**src/rtl/cmp_timer_pkg.sv**
```systemverilog
package cmp_timer_pkg;

  localparam int MODE_W = 3;
  localparam int ACT_W  = 2;

  localparam logic [MODE_W-1:0] MODE_CLR_ON_MATCH = 3'd2;

  typedef enum logic [ACT_W-1:0] {
    PIN_HOLD   = 2'd0,
    PIN_TOGGLE = 2'd1,
    PIN_CLEAR  = 2'd2,
    PIN_SET    = 2'd3
  } pinAct_e;

  // strobes from control to datapath, valid for one clock edge
  typedef struct packed {
    logic    load;
    logic    inc;
    logic    clear;
    logic    setOvf;
    logic    setCmp;
    pinAct_e pinOp;
  } tmrStrobe_t;

endpackage

```
**src/rtl/cmp_timer_ctrl.sv**
```systemverilog
module cmp_timer_ctrl
  import cmp_timer_pkg::*;
(
  input  logic              tickEn,
  input  logic [MODE_W-1:0] modeSel,
  input  logic [ACT_W-1:0]  actSel,
  input  logic              cntWrEn,
  input  logic              atMatch,
  input  logic              atMax,
  output tmrStrobe_t        strobe
);

  logic clrMode;

  always_comb begin
    clrMode = (modeSel == MODE_CLR_ON_MATCH);
    strobe  = '0;
    if (cntWrEn) begin
      // software load wins over counting and masks any match
      strobe.load = 1'b1;
    end else if (tickEn) begin
      if (clrMode && atMatch) begin
        strobe.clear = 1'b1;
      end else begin
        strobe.inc = 1'b1;
      end
      strobe.setOvf = atMax;
      if (atMatch) begin
        strobe.setCmp = 1'b1;
        strobe.pinOp  = pinAct_e'(actSel);
      end
    end
  end

endmodule

```
**src/rtl/cmp_timer_dp.sv**
```systemverilog
module cmp_timer_dp
  import cmp_timer_pkg::*;
#(
  parameter int CNT_W = 8
) (
  input  logic             clk,
  input  logic             rst,
  input  tmrStrobe_t       strobe,
  input  logic [CNT_W-1:0] cmpVal,
  input  logic [CNT_W-1:0] cntWrData,
  input  logic             ovfAck,
  input  logic             cmpAck,
  output logic             atMatch,
  output logic             atMax,
  output logic [CNT_W-1:0] count,
  output logic             ovfFlag,
  output logic             cmpFlag,
  output logic             wavePin
);

  localparam logic [CNT_W-1:0] ONE = CNT_W'(1);

  assign atMatch = (count == cmpVal);
  assign atMax   = &count;

  always_ff @(posedge clk) begin
    if (rst) begin
      count <= '0;
    end else if (strobe.load) begin
      count <= cntWrData;
    end else if (strobe.clear) begin
      count <= '0;
    end else if (strobe.inc) begin
      count <= count + ONE;
    end
  end

  always_ff @(posedge clk) begin
    if (rst) begin
      ovfFlag <= 1'b0;
    end else if (strobe.setOvf) begin
      ovfFlag <= 1'b1;
    end else if (ovfAck) begin
      ovfFlag <= 1'b0;
    end
  end

  always_ff @(posedge clk) begin
    if (rst) begin
      cmpFlag <= 1'b0;
    end else if (strobe.setCmp) begin
      cmpFlag <= 1'b1;
    end else if (cmpAck) begin
      cmpFlag <= 1'b0;
    end
  end

  always_ff @(posedge clk) begin
    if (rst) begin
      wavePin <= 1'b0;
    end else begin
      case (strobe.pinOp)
        PIN_TOGGLE: wavePin <= ~wavePin;
        PIN_CLEAR:  wavePin <= 1'b0;
        PIN_SET:    wavePin <= 1'b1;
        default:    wavePin <= wavePin;
      endcase
    end
  end

endmodule

```
**src/rtl/cmp_timer.sv**
```systemverilog
module cmp_timer
  import cmp_timer_pkg::*;
#(
  parameter int CNT_W = 8
) (
  input  logic              clk,
  input  logic              rst,
  input  logic              tickEn,
  input  logic [MODE_W-1:0] modeSel,
  input  logic [ACT_W-1:0]  actSel,
  input  logic [CNT_W-1:0]  cmpVal,
  input  logic              cntWrEn,
  input  logic [CNT_W-1:0]  cntWrData,
  input  logic              ovfAck,
  input  logic              cmpAck,
  output logic [CNT_W-1:0]  count,
  output logic              ovfFlag,
  output logic              cmpFlag,
  output logic              wavePin
);

  tmrStrobe_t strobe;
  logic       atMatch;
  logic       atMax;

  cmp_timer_ctrl ctrl_i (
    .tickEn  (tickEn),
    .modeSel (modeSel),
    .actSel  (actSel),
    .cntWrEn (cntWrEn),
    .atMatch (atMatch),
    .atMax   (atMax),
    .strobe  (strobe)
  );

  cmp_timer_dp #(.CNT_W(CNT_W)) dp_i (
    .clk       (clk),
    .rst       (rst),
    .strobe    (strobe),
    .cmpVal    (cmpVal),
    .cntWrData (cntWrData),
    .ovfAck    (ovfAck),
    .cmpAck    (cmpAck),
    .atMatch   (atMatch),
    .atMax     (atMax),
    .count     (count),
    .ovfFlag   (ovfFlag),
    .cmpFlag   (cmpFlag),
    .wavePin   (wavePin)
  );

endmodule

```
**config.mk**
```make
export PLATFORM = sky130hd
export DESIGN_NAME = cmp_timer
export DESIGN_NICKNAME = d
export VERILOG_FILES = /design/src/rtl/cmp_timer_pkg.sv /design/src/rtl/cmp_timer_ctrl.sv /design/src/rtl/cmp_timer_dp.sv /design/src/rtl/cmp_timer.sv
export SDC_FILE = /design/constraint.sdc
export NUM_CORES = 1
export LEC_CHECK = 0
export ABC_AREA = 0
export CAP_MARGIN = 10
export CORE_MARGIN = 3
export CORE_UTILIZATION = 43
export CTS_CLUSTER_DIAMETER = 60
export DETAILED_ROUTE_END_ITERATION = 8
export PLACE_DENSITY = 0.9
export SYNTH_ARGS = -nofsm -noshare
export SYNTH_HDL_FRONTEND = slang
export SYNTH_SLANG_ARGS = --single-unit
```
**constraint.sdc**
```tcl
create_clock -name clk -period 2.71 [get_ports clk]
set_clock_uncertainty 0.15 [all_clocks]
set_input_delay 0.542 -clock clk [delete_from_list [all_inputs] [get_ports clk]]
set_output_delay 0.542 -clock clk [all_outputs]
set_load 0.05 [all_outputs]
```
Yosys cells after proc, flatten, opt, wreduce, memory -nomap -nowiden

Index checks and enable logic that the tools add are counted.

Register bits: 11
Output and inout bits: 11
Word-level logic and storage cells: 31

$add $sub $neg: 1
Equal/unequal tests: 5
Muxes and demuxes: 14
Bitwise gates (word level): 1
Reductions and logical operators: 6

Operators with widths:

| operator                                      | count |
|---|---|
| two-way mux 8 bit                             | 3 |
| two-way mux 6 bit                             | 2 |
| adder 8 x 1 -> 8 bit, second input constant   | 1 |
| == test 8 bit                                 | 1 |
| AND reduction 8 bit                           | 1 |
| two-way mux 1 bit                             | 7 |
| nonzero test 3 bit                            | 2 |
| == test 2 bit, second input constant          | 2 |
| nonzero test 2 bit                            | 2 |
| == test 3 x 2 -> 1 bit, second input constant | 1 |
| two-way mux 3 bit                             | 1 |
| case mux 1 bit (3 select lines)               | 1 |
| == test 2 x 1 -> 1 bit, second input constant | 1 |
| logical AND 1 bit                             | 1 |
| NOT 1 bit                                     | 1 |

Depth between registers and ports, before layout

Gate-level depths: netlist (run 1).

Depth after elaboration: 8
Gate-level depth with buffers: 5
Gate-level depth less buffers: 4

By module

A second synthesis (run 1) with hierarchy kept.

Cells, all modules: 96
Area total of the unflattened synthesis: 764.5 um^2

By module, submodules not included:

| module         | times used | cells an instance | area each (um^2) |
|---|---|---|---|
| cmp_timer_dp   | 1          | 88                | 685.7 |
| cmp_timer_ctrl | 1          | 8                 | 78.8 |

Least setup slack after synthesis (run 1)

OpenSTA, ideal clock, no wires.

Kind: reg-to-reg
From: register dp_i.count[2]
To: register dp_i.count[2]
Setup time: 0.135 ns
Data arrival time: 1.572 ns
Required time: 2.425 ns
Slack: 0.852 ns
Stages on the path, launching flop included: 6
Path buffers: 1
Cells stage by stage: dfxtp_1 clkbuf_2 xnor2_1 nand2_1 nor4_4 o32ai_1

Word-level cells in the longest chain between the ends: 7
Elaborated cells between the ends (all ways): 11
Classes of those cells: add/sub (1); eq/ne (1); mux (7); reduce/logical (2)

RTL lines:

| element                                                                      | line               | source |
|---|---|---|
| from (decl)                                                                  | cmp_timer_dp.sv:15 | `output logic [CNT_W-1:0] count,` |
| from (signal assigned)                                                       | cmp_timer_dp.sv:30 | `count <= cntWrData;` |
| from (signal assigned)                                                       | cmp_timer_dp.sv:34 | `count <= count + ONE;` |
| parallel branches: the longest is 7 deep, another holds adder 8 x 1 -> 8 bit | -                  |  |

Parallel ways; which one is timed is not known. The select of a mux whose other input is x is not followed.
A chain may end at the register's enable or synchronous reset.

Worst setup path after layout (run 1)

From: register dp_i.count[2]
To: output port count[2]

RTL lines:

| element   | line            | source |
|---|---|---|
| to (decl) | cmp_timer.sv:16 | `output logic [CNT_W-1:0] count,` |

No word-level cell between the ends.

==> flow_summary.json, run 1 <==
{
  "hp-class": "reg2reg",
  "hpwl_microns": 1595,
  "nets": 159,
  "gp_congestion": 0.8684,
  "ys_async_sr_fraction_pct": 0,
  "finalHoldViolations": 0,
  "cts.path.max_buffers": 2,
  "avgViaCountPerCell": 5.455,
  "r2r_end": "dp_i.count[2]",
  "path_clk_slew_ns": 0.08,
  "dp_slack_ns": 0.4179,
  "ant_nets": 0,
  "p_leak_nw": 0.4018,
  "r2r_start": "dp_i.count[1]",
  "crit_type": "reg2out",
  "gr-total-overflow": 0,
  "ff2ff_setup_slack_ns": 0.95,
  "root_buffer": "clkbuf_4",
  "die_y_microns": 49.22,
  "critical-path-top-delay-family": "buffers and inverters",
  "fin_tns_setup_ns": 0,
  "synth-seq-cells": 11,
  "crit_path_max_incr_delay_ns": 0.87,
  "cp.arrival_ns": 1.64,
  "synth_commonest_cells": "11 x dfxtp_1, 10 x a21oi_1, 9 x xnor2_1",
  "path_max_fanout": 8,
  "ys_warn_count": 0,
  "die-area_sq_um": 2423,
  "synth_seq_area_share_pct": 27.41,
  "synth_edf_count": 0,
  "whs_ns": 0.3199,
  "rsz0062_at_grt": "no",
  "htreeDepth": 1,
  "crit_buf_inv": 1,
  "crit_chain": "clkdlybuf4s50_1",
  "cp.depth": 1,
  "portBuffers": 37,
  "dr_total_vias": 840,
  "synth_area_sq_um": 803.3,
  "grt_pass1_wl_microns": 3657,
  "cts-resized-gates": 0,
  "fin_crit_sh_pct": 85.88,
  "cp-end-kind": "primary output",
  "final.min_clock_period_ns": 2.327,
  "fmax_ghz": 0.4297,
  "crit_path_start_kind": "flop",
  "synth_top_area_cell": "dfxtp_1",
  "detail_route.wl_per_cell_microns": 13.66,
  "synth_ff_type": "dfxtp_1",
  "ctsHoldBuffers": 0,
  "grtUsageTotal_pct": 18.37,
  "status": "finished, final reports clean",
  "grt_pass1_vias": 819,
  "maxCapViolCount": 0,
  "dp_cells": 150,
  "cp_slowest_cell": "clkdlybuf4s50_1",
  "fin_ws_ns": 0.3827,
  "fin_cells": 154,
  "insertion_delay_ns": 0.27,
  "worstSetupEndpoint": "count[2]",
  "syn_inst": 92,
  "p_per_area_nw_per_um2": 374.0,
  "crit_start": "dp_i.count[2]",
  "critPathRequiredTime_ns": 2.02,
  "relSlewSlack_pct": 66.60,
  "slew_violations": 0,
  "cts_tree": "yes",
  "detail_route.first_pass.iterations": 4,
  "dieWidth_microns": 49.22,
  "start_util_pct": 49.31,
  "tightest_slew_ns": 0.4972,
  "core_sq_um": 1629,
  "drc_errors": 0,
  "finalSetupViolCount": 0,
  "initialDrtViolationCount": 12,
  "postCtsSetupBuffers": 0,
  "synth.top_cell.area_share_pct": 27.41,
  "synthTopCellsByArea": "dfxtp_1 27%, xnor2_1 9.8%, nor3b_1 6.5%, o32ai_1 6.5%, a21oi_1 6.2%",
  "area_growth_pct": 50.47,
  "grt_max_degree": 17,
  "diodes": 0,
  "rows": 14,
  "peakVddDrop_v": 0.0002318,
  "syn_avg_cell_area_sq_um": 8.731,
  "drive_gt1_share_pct": 10.77,
  "antenna_found_initial": 0,
  "synth.most_common_cell": "dfxtp_1",
  "routed_wl_microns": 2104,
  "cts_buffers": 3,
  "r2r.worst_path.cells": 4,
  "post_synth_num_cell_types": 32,
  "synth_fp_nets": 120,
  "cts.sinks": 11,
  "io_pins": 38
}
-- cell type report --
class,count,area (sq um)
Clock buffer,4,26.28
Multi-Input combinational cell,74,539.3
Fill cell,133,420.4
Inverter,2,7.507
Tap cell,24,30.03
Sequential cell,11,220.2
Timing Repair Buffer,39,385.4
-- through the flow --
stage / util, % / power, W / instance area (sq um)
final: 74.19 / 0.0004520 / 1209
after global placement: 72.58 / 0.0003375 / 1182
after CTS: 74.19 / 0.0004518 / 1209
after global routing: 74.19 / 0.0004732 / 1209
after detailed placement: 72.58 / 0.0003395 / 1182
after floorplan: - / 0.0002739 / 803.3
-- metal layers --
metal	vias up	part of all wire, %	track usage [%]
met1	384	44	22.94
li1	417	-	-
met5	-	0	0
met4	0	0.29	1.422
met2	37	49	31.70
met3	2	7.4	5.810
-- cells in the final DEF (no fill, tap or decap) --
cell type        count
nor2b_1              1
nand3b_1             2
o22ai_1              1
a41oi_1              1
a21oi_1             10
dfxtp_1             11
o21ai_0              2
buf_4                2
xnor2_1              9
clkbuf_1             1
nand4_1              4
clkbuf_4             3
nor3b_1              7
or3_1                1
nand2_1              3
o32ai_1              6
and2b_1              1
and4_2               2
nand3_1              6
nor4_4               1
and2_2               2
nor2_1               1
inv_1                2
clkdlybuf4s50_1     37
nand2b_1             3
nor2b_4              1
and3_1               1
and3_2               2
xor2_1               5
a31o_2               1
ha_1                 1
-- report_power, final --
part / switching (W) / leakage, nW / internal (W)
logic: 0.0000721 / 0.297 / 0.0000782
registers: 0.0000164 / 0.0903 / 0.000170
clock network: 0.0000583 / 0.0150 / 0.0000569
total: 0.000147 / 0.402 / 0.000305
-- worst reg2reg max path, cell delays in order, from the launching register on --
cell and delay (ns):
dfxtp_1 0.47, xnor2_1 0.18, nand3_1 0.14, nor4_4 0.51, o32ai_1 0.17
-- worst min path at each step --
stage / depth (start not counted) / to / startpoint
after CTS: 2 / dp_i.ovfFlag / dp_i.ovfFlag
after detailed placement: 2 / dp_i.ovfFlag / dp_i.ovfFlag
after floorplan: 2 / dp_i.ovfFlag / dp_i.ovfFlag
final: 2 / dp_i.ovfFlag / dp_i.ovfFlag
after global placement: 2 / dp_i.ovfFlag / dp_i.ovfFlag
after global routing: 2 / dp_i.cmpFlag / dp_i.cmpFlag
-- registers in the layout (all words and copies together) (netlist names) --
register      flops
dp_i.ovfFlag      1
dp_i.cmpFlag      1
dp_i.wavePin      1
dp_i.count        8
-- cells by family after synthesis --
logic type,count (synthesis),synth area share (%)
and+or+nand+nor,38,33.33
adders and majority gates,1,1.557
DFF,11,27.41
buffers and inverters,7,5.451
xor gates and xnor gates,14,15.27
AOI/OAI and AO/OA,21,16.98
Note: power is estimated with default switching activity, not from simulation.
==> run 2, diff against run 1 <==
SKIP_LAST_GASP = 1   (was not set)
SLEW_MARGIN = 0   (was not set)
==> results of run 2 <==
No change in the layout: final DEF, timing and power equal those of run 1.
==> run 3, diff against run 2 <==
CORE_MARGIN = not set   (was 3)
==> run 3 against run 2 <==
Sequential share of layout area decreased by 0.13 points. Combinational power increased by 4%. Flip-flop and latch count unchanged. Critical path depth unchanged. Final cell count increased by 1.3%. Fmax rose by 0.36%. Clock-buffer cell count did not move. Worst hold slack better by 0.014 ns. First-iteration DRC count up 42%. Sequential power hardly changed. Via count rose by 1.3%. Critical path type unchanged. Highest routed layer unchanged.
==> flow_summary.json, run 3 (synthesis results as in run 1) <==
{
  "status": "finished, final reports clean",
  "cts_tree": "yes",
  "grt_pass1_wl_microns": 3567,
  "rows": 15,
  "area_growth_pct": 51.56,
  "diodes": 0,
  "portBuffers": 37,
  "seqPwrFrac_pct": 40.7,
  "ctsHoldBuffers": 0,
  "drive_gt1_share_pct": 11.45,
  "p_leak_nw": 0.4070,
  "io_pins": 38,
  "nets": 160,
  "clkPwrFrac_pct": 25.0,
  "hold-path-cell-count": 2,
  "tightest_slew_ns": 0.4972,
  "start_util_pct": 46.02,
  "critical-path-top-delay-family": "buffers and inverters",
  "dieWidth_microns": 45.22,
  "final.min_clock_period_ns": 2.319,
  "r2r.worst_path.cells": 5,
  "crit_buf_inv": 1,
  "grt_max_degree": 17,
  "crit_type": "reg2out",
  "maxCapViolCount": 0,
  "power.switching_w": 0.0001481,
  "detail_route.first_pass.iterations": 4,
  "power_w": 0.0004546,
  "cp.depth": 1,
  "postCtsSetupBuffers": 0,
  "combPwrFrac_pct": 34.3,
  "cp_slowest_cell": "clkdlybuf4s50_1",
  "r2r_start": "dp_i.count[1]",
  "ff2ff_setup_slack_ns": 0.93,
  "finalHoldViolations": 0,
  "fin_cells": 156,
  "postLayoutCoreUtil_pct": 69.75,
  "cts.path.max_buffers": 2,
  "hp-start": "dp_i.cmpFlag",
  "swShare_pct": 32.58,
  "hp-class": "reg2reg",
  "htreeDepth": 1,
  "placed_cell_area_sq_um": 1191,
  "internal-power_w": 0.0003065,
  "grtUsageTotal_pct": 24.30,
  "crit_chain": "clkdlybuf4s50_1",
  "dr_total_vias": 851,
  "final_cell_mix": "37 x clkdlybuf4s50_1, 11 x dfxtp_1, 10 x a21oi_1",
  "routed_wl_microns": 2229,
  "hpwl_microns": 1676,
  "path_max_fanout": 8,
  "fmax_ghz": 0.4312,
  "hold_path_end": "dp_i.cmpFlag",
  "peakVddDrop_v": 0.0002156,
  "regMostFlops": "dp_i.count",
  "avgViaCountPerCell": 5.455,
  "crit_start": "dp_i.count[0]",
  "fin_crit_sh_pct": 85.57,
  "crit_path_max_incr_delay_ns": 0.87,
  "cts-resized-gates": 0,
  "largest_reg_flops": 8,
  "p_per_area_nw_per_um2": 373.4,
  "slew_violations": 0,
  "final_common_cell": "clkdlybuf4s50_1",
  "path_clk_slew_ns": 0.08,
  "drc_errors": 0,
  "cp.arrival_ns": 1.63,
  "antenna_found_initial": 0,
  "post-route-cell-area_sq_um": 1217,
  "root_buffer": "clkbuf_4",
  "initialDrtViolationCount": 17,
  "gp_congestion": 0.7956,
  "r2r_end": "dp_i.count[5]",
  "relSlewSlack_pct": 66.75,
  "grt_pass1_vias": 819,
  "die_y_microns": 45.22,
  "ant_nets": 0,
  "crit_path_start_kind": "flop",
  "rsz0062_at_grt": "no",
  "critPathRequiredTime_ns": 2.02,
  "die-area_sq_um": 2045,
  "cts_buffers": 3,
  "finalSetupViolCount": 0,
  "dp_cells": 152,
  "fin_tns_setup_ns": 0,
  "cts.sinks": 11,
  "core_sq_um": 1745,
  "gr-total-overflow": 0,
  "cp-end-kind": "primary output",
  "detail_route.wl_per_cell_microns": 14.29,
  "insertion_delay_ns": 0.26
}
run 3: changes by cell type in the layout (fill, tap and decap cells not counted):
cell / delta
buf_4: +1
run 3: cell type report:
class	count	area, sq um
repair buffers	40	392.9
well taps	25	31.28
clock buffers	4	26.28
fillers	148	528.0
inverters	2	7.507
multi-input cells	74	539.3
flip-flops and latches	11	220.2
run 3: metal layers:
layer  wire length [microns]  global-route usage [%]
met3                      84                   4.000
met4                      19                   6.061
met1                     902                   27.25
met5                       0                       0
met2                    1223                   46.67
run 3: metrics by stage:
step / hold WS [ns] / setup slack [ns]
floorplan: 0.5399 / 0.8524
global placement: 0.3109 / 0.5017
detailed placement: 0.3291 / 0.4309
CTS: 0.3394 / 0.3859
global route: 0.3505 / 0.3390
finish: 0.3339 / 0.3911
run 3: power groups by stage:
stage	Sequential (W)	Clock (W)	Combinational, W
finish	0.000185	0.000114	0.000156
detailed placement	0.000188	0	0.000155
CTS	0.000184	0.000115	0.000156
global placement	0.000188	0	0.000151
global route	0.000186	0.000120	0.000166
floorplan	0.000214	0	0.0000599
run 3: worst max path at each step:
| stage | end | slack, ns |
|---|---|---|
| after detailed placement | dp_i.count[6] | 0.43 |
| after CTS | count[0] | 0.39 |
| after global placement | dp_i.count[6] | 0.50 |
| final | count[0] | 0.39 |
| after floorplan | dp_i.count[2] | 0.85 |
| after global routing | count[2] | 0.34 |
run 3: worst reg2reg max path, delay by kind of cell (launching register included):
kind	cells	cell delay [ns]
DFF	1	0.31
xor gates and xnor gates	1	0.21
buffers and inverters	1	0.16
AOI/OAI and AO/OA	1	0.19
and+or+nand+nor	2	0.63
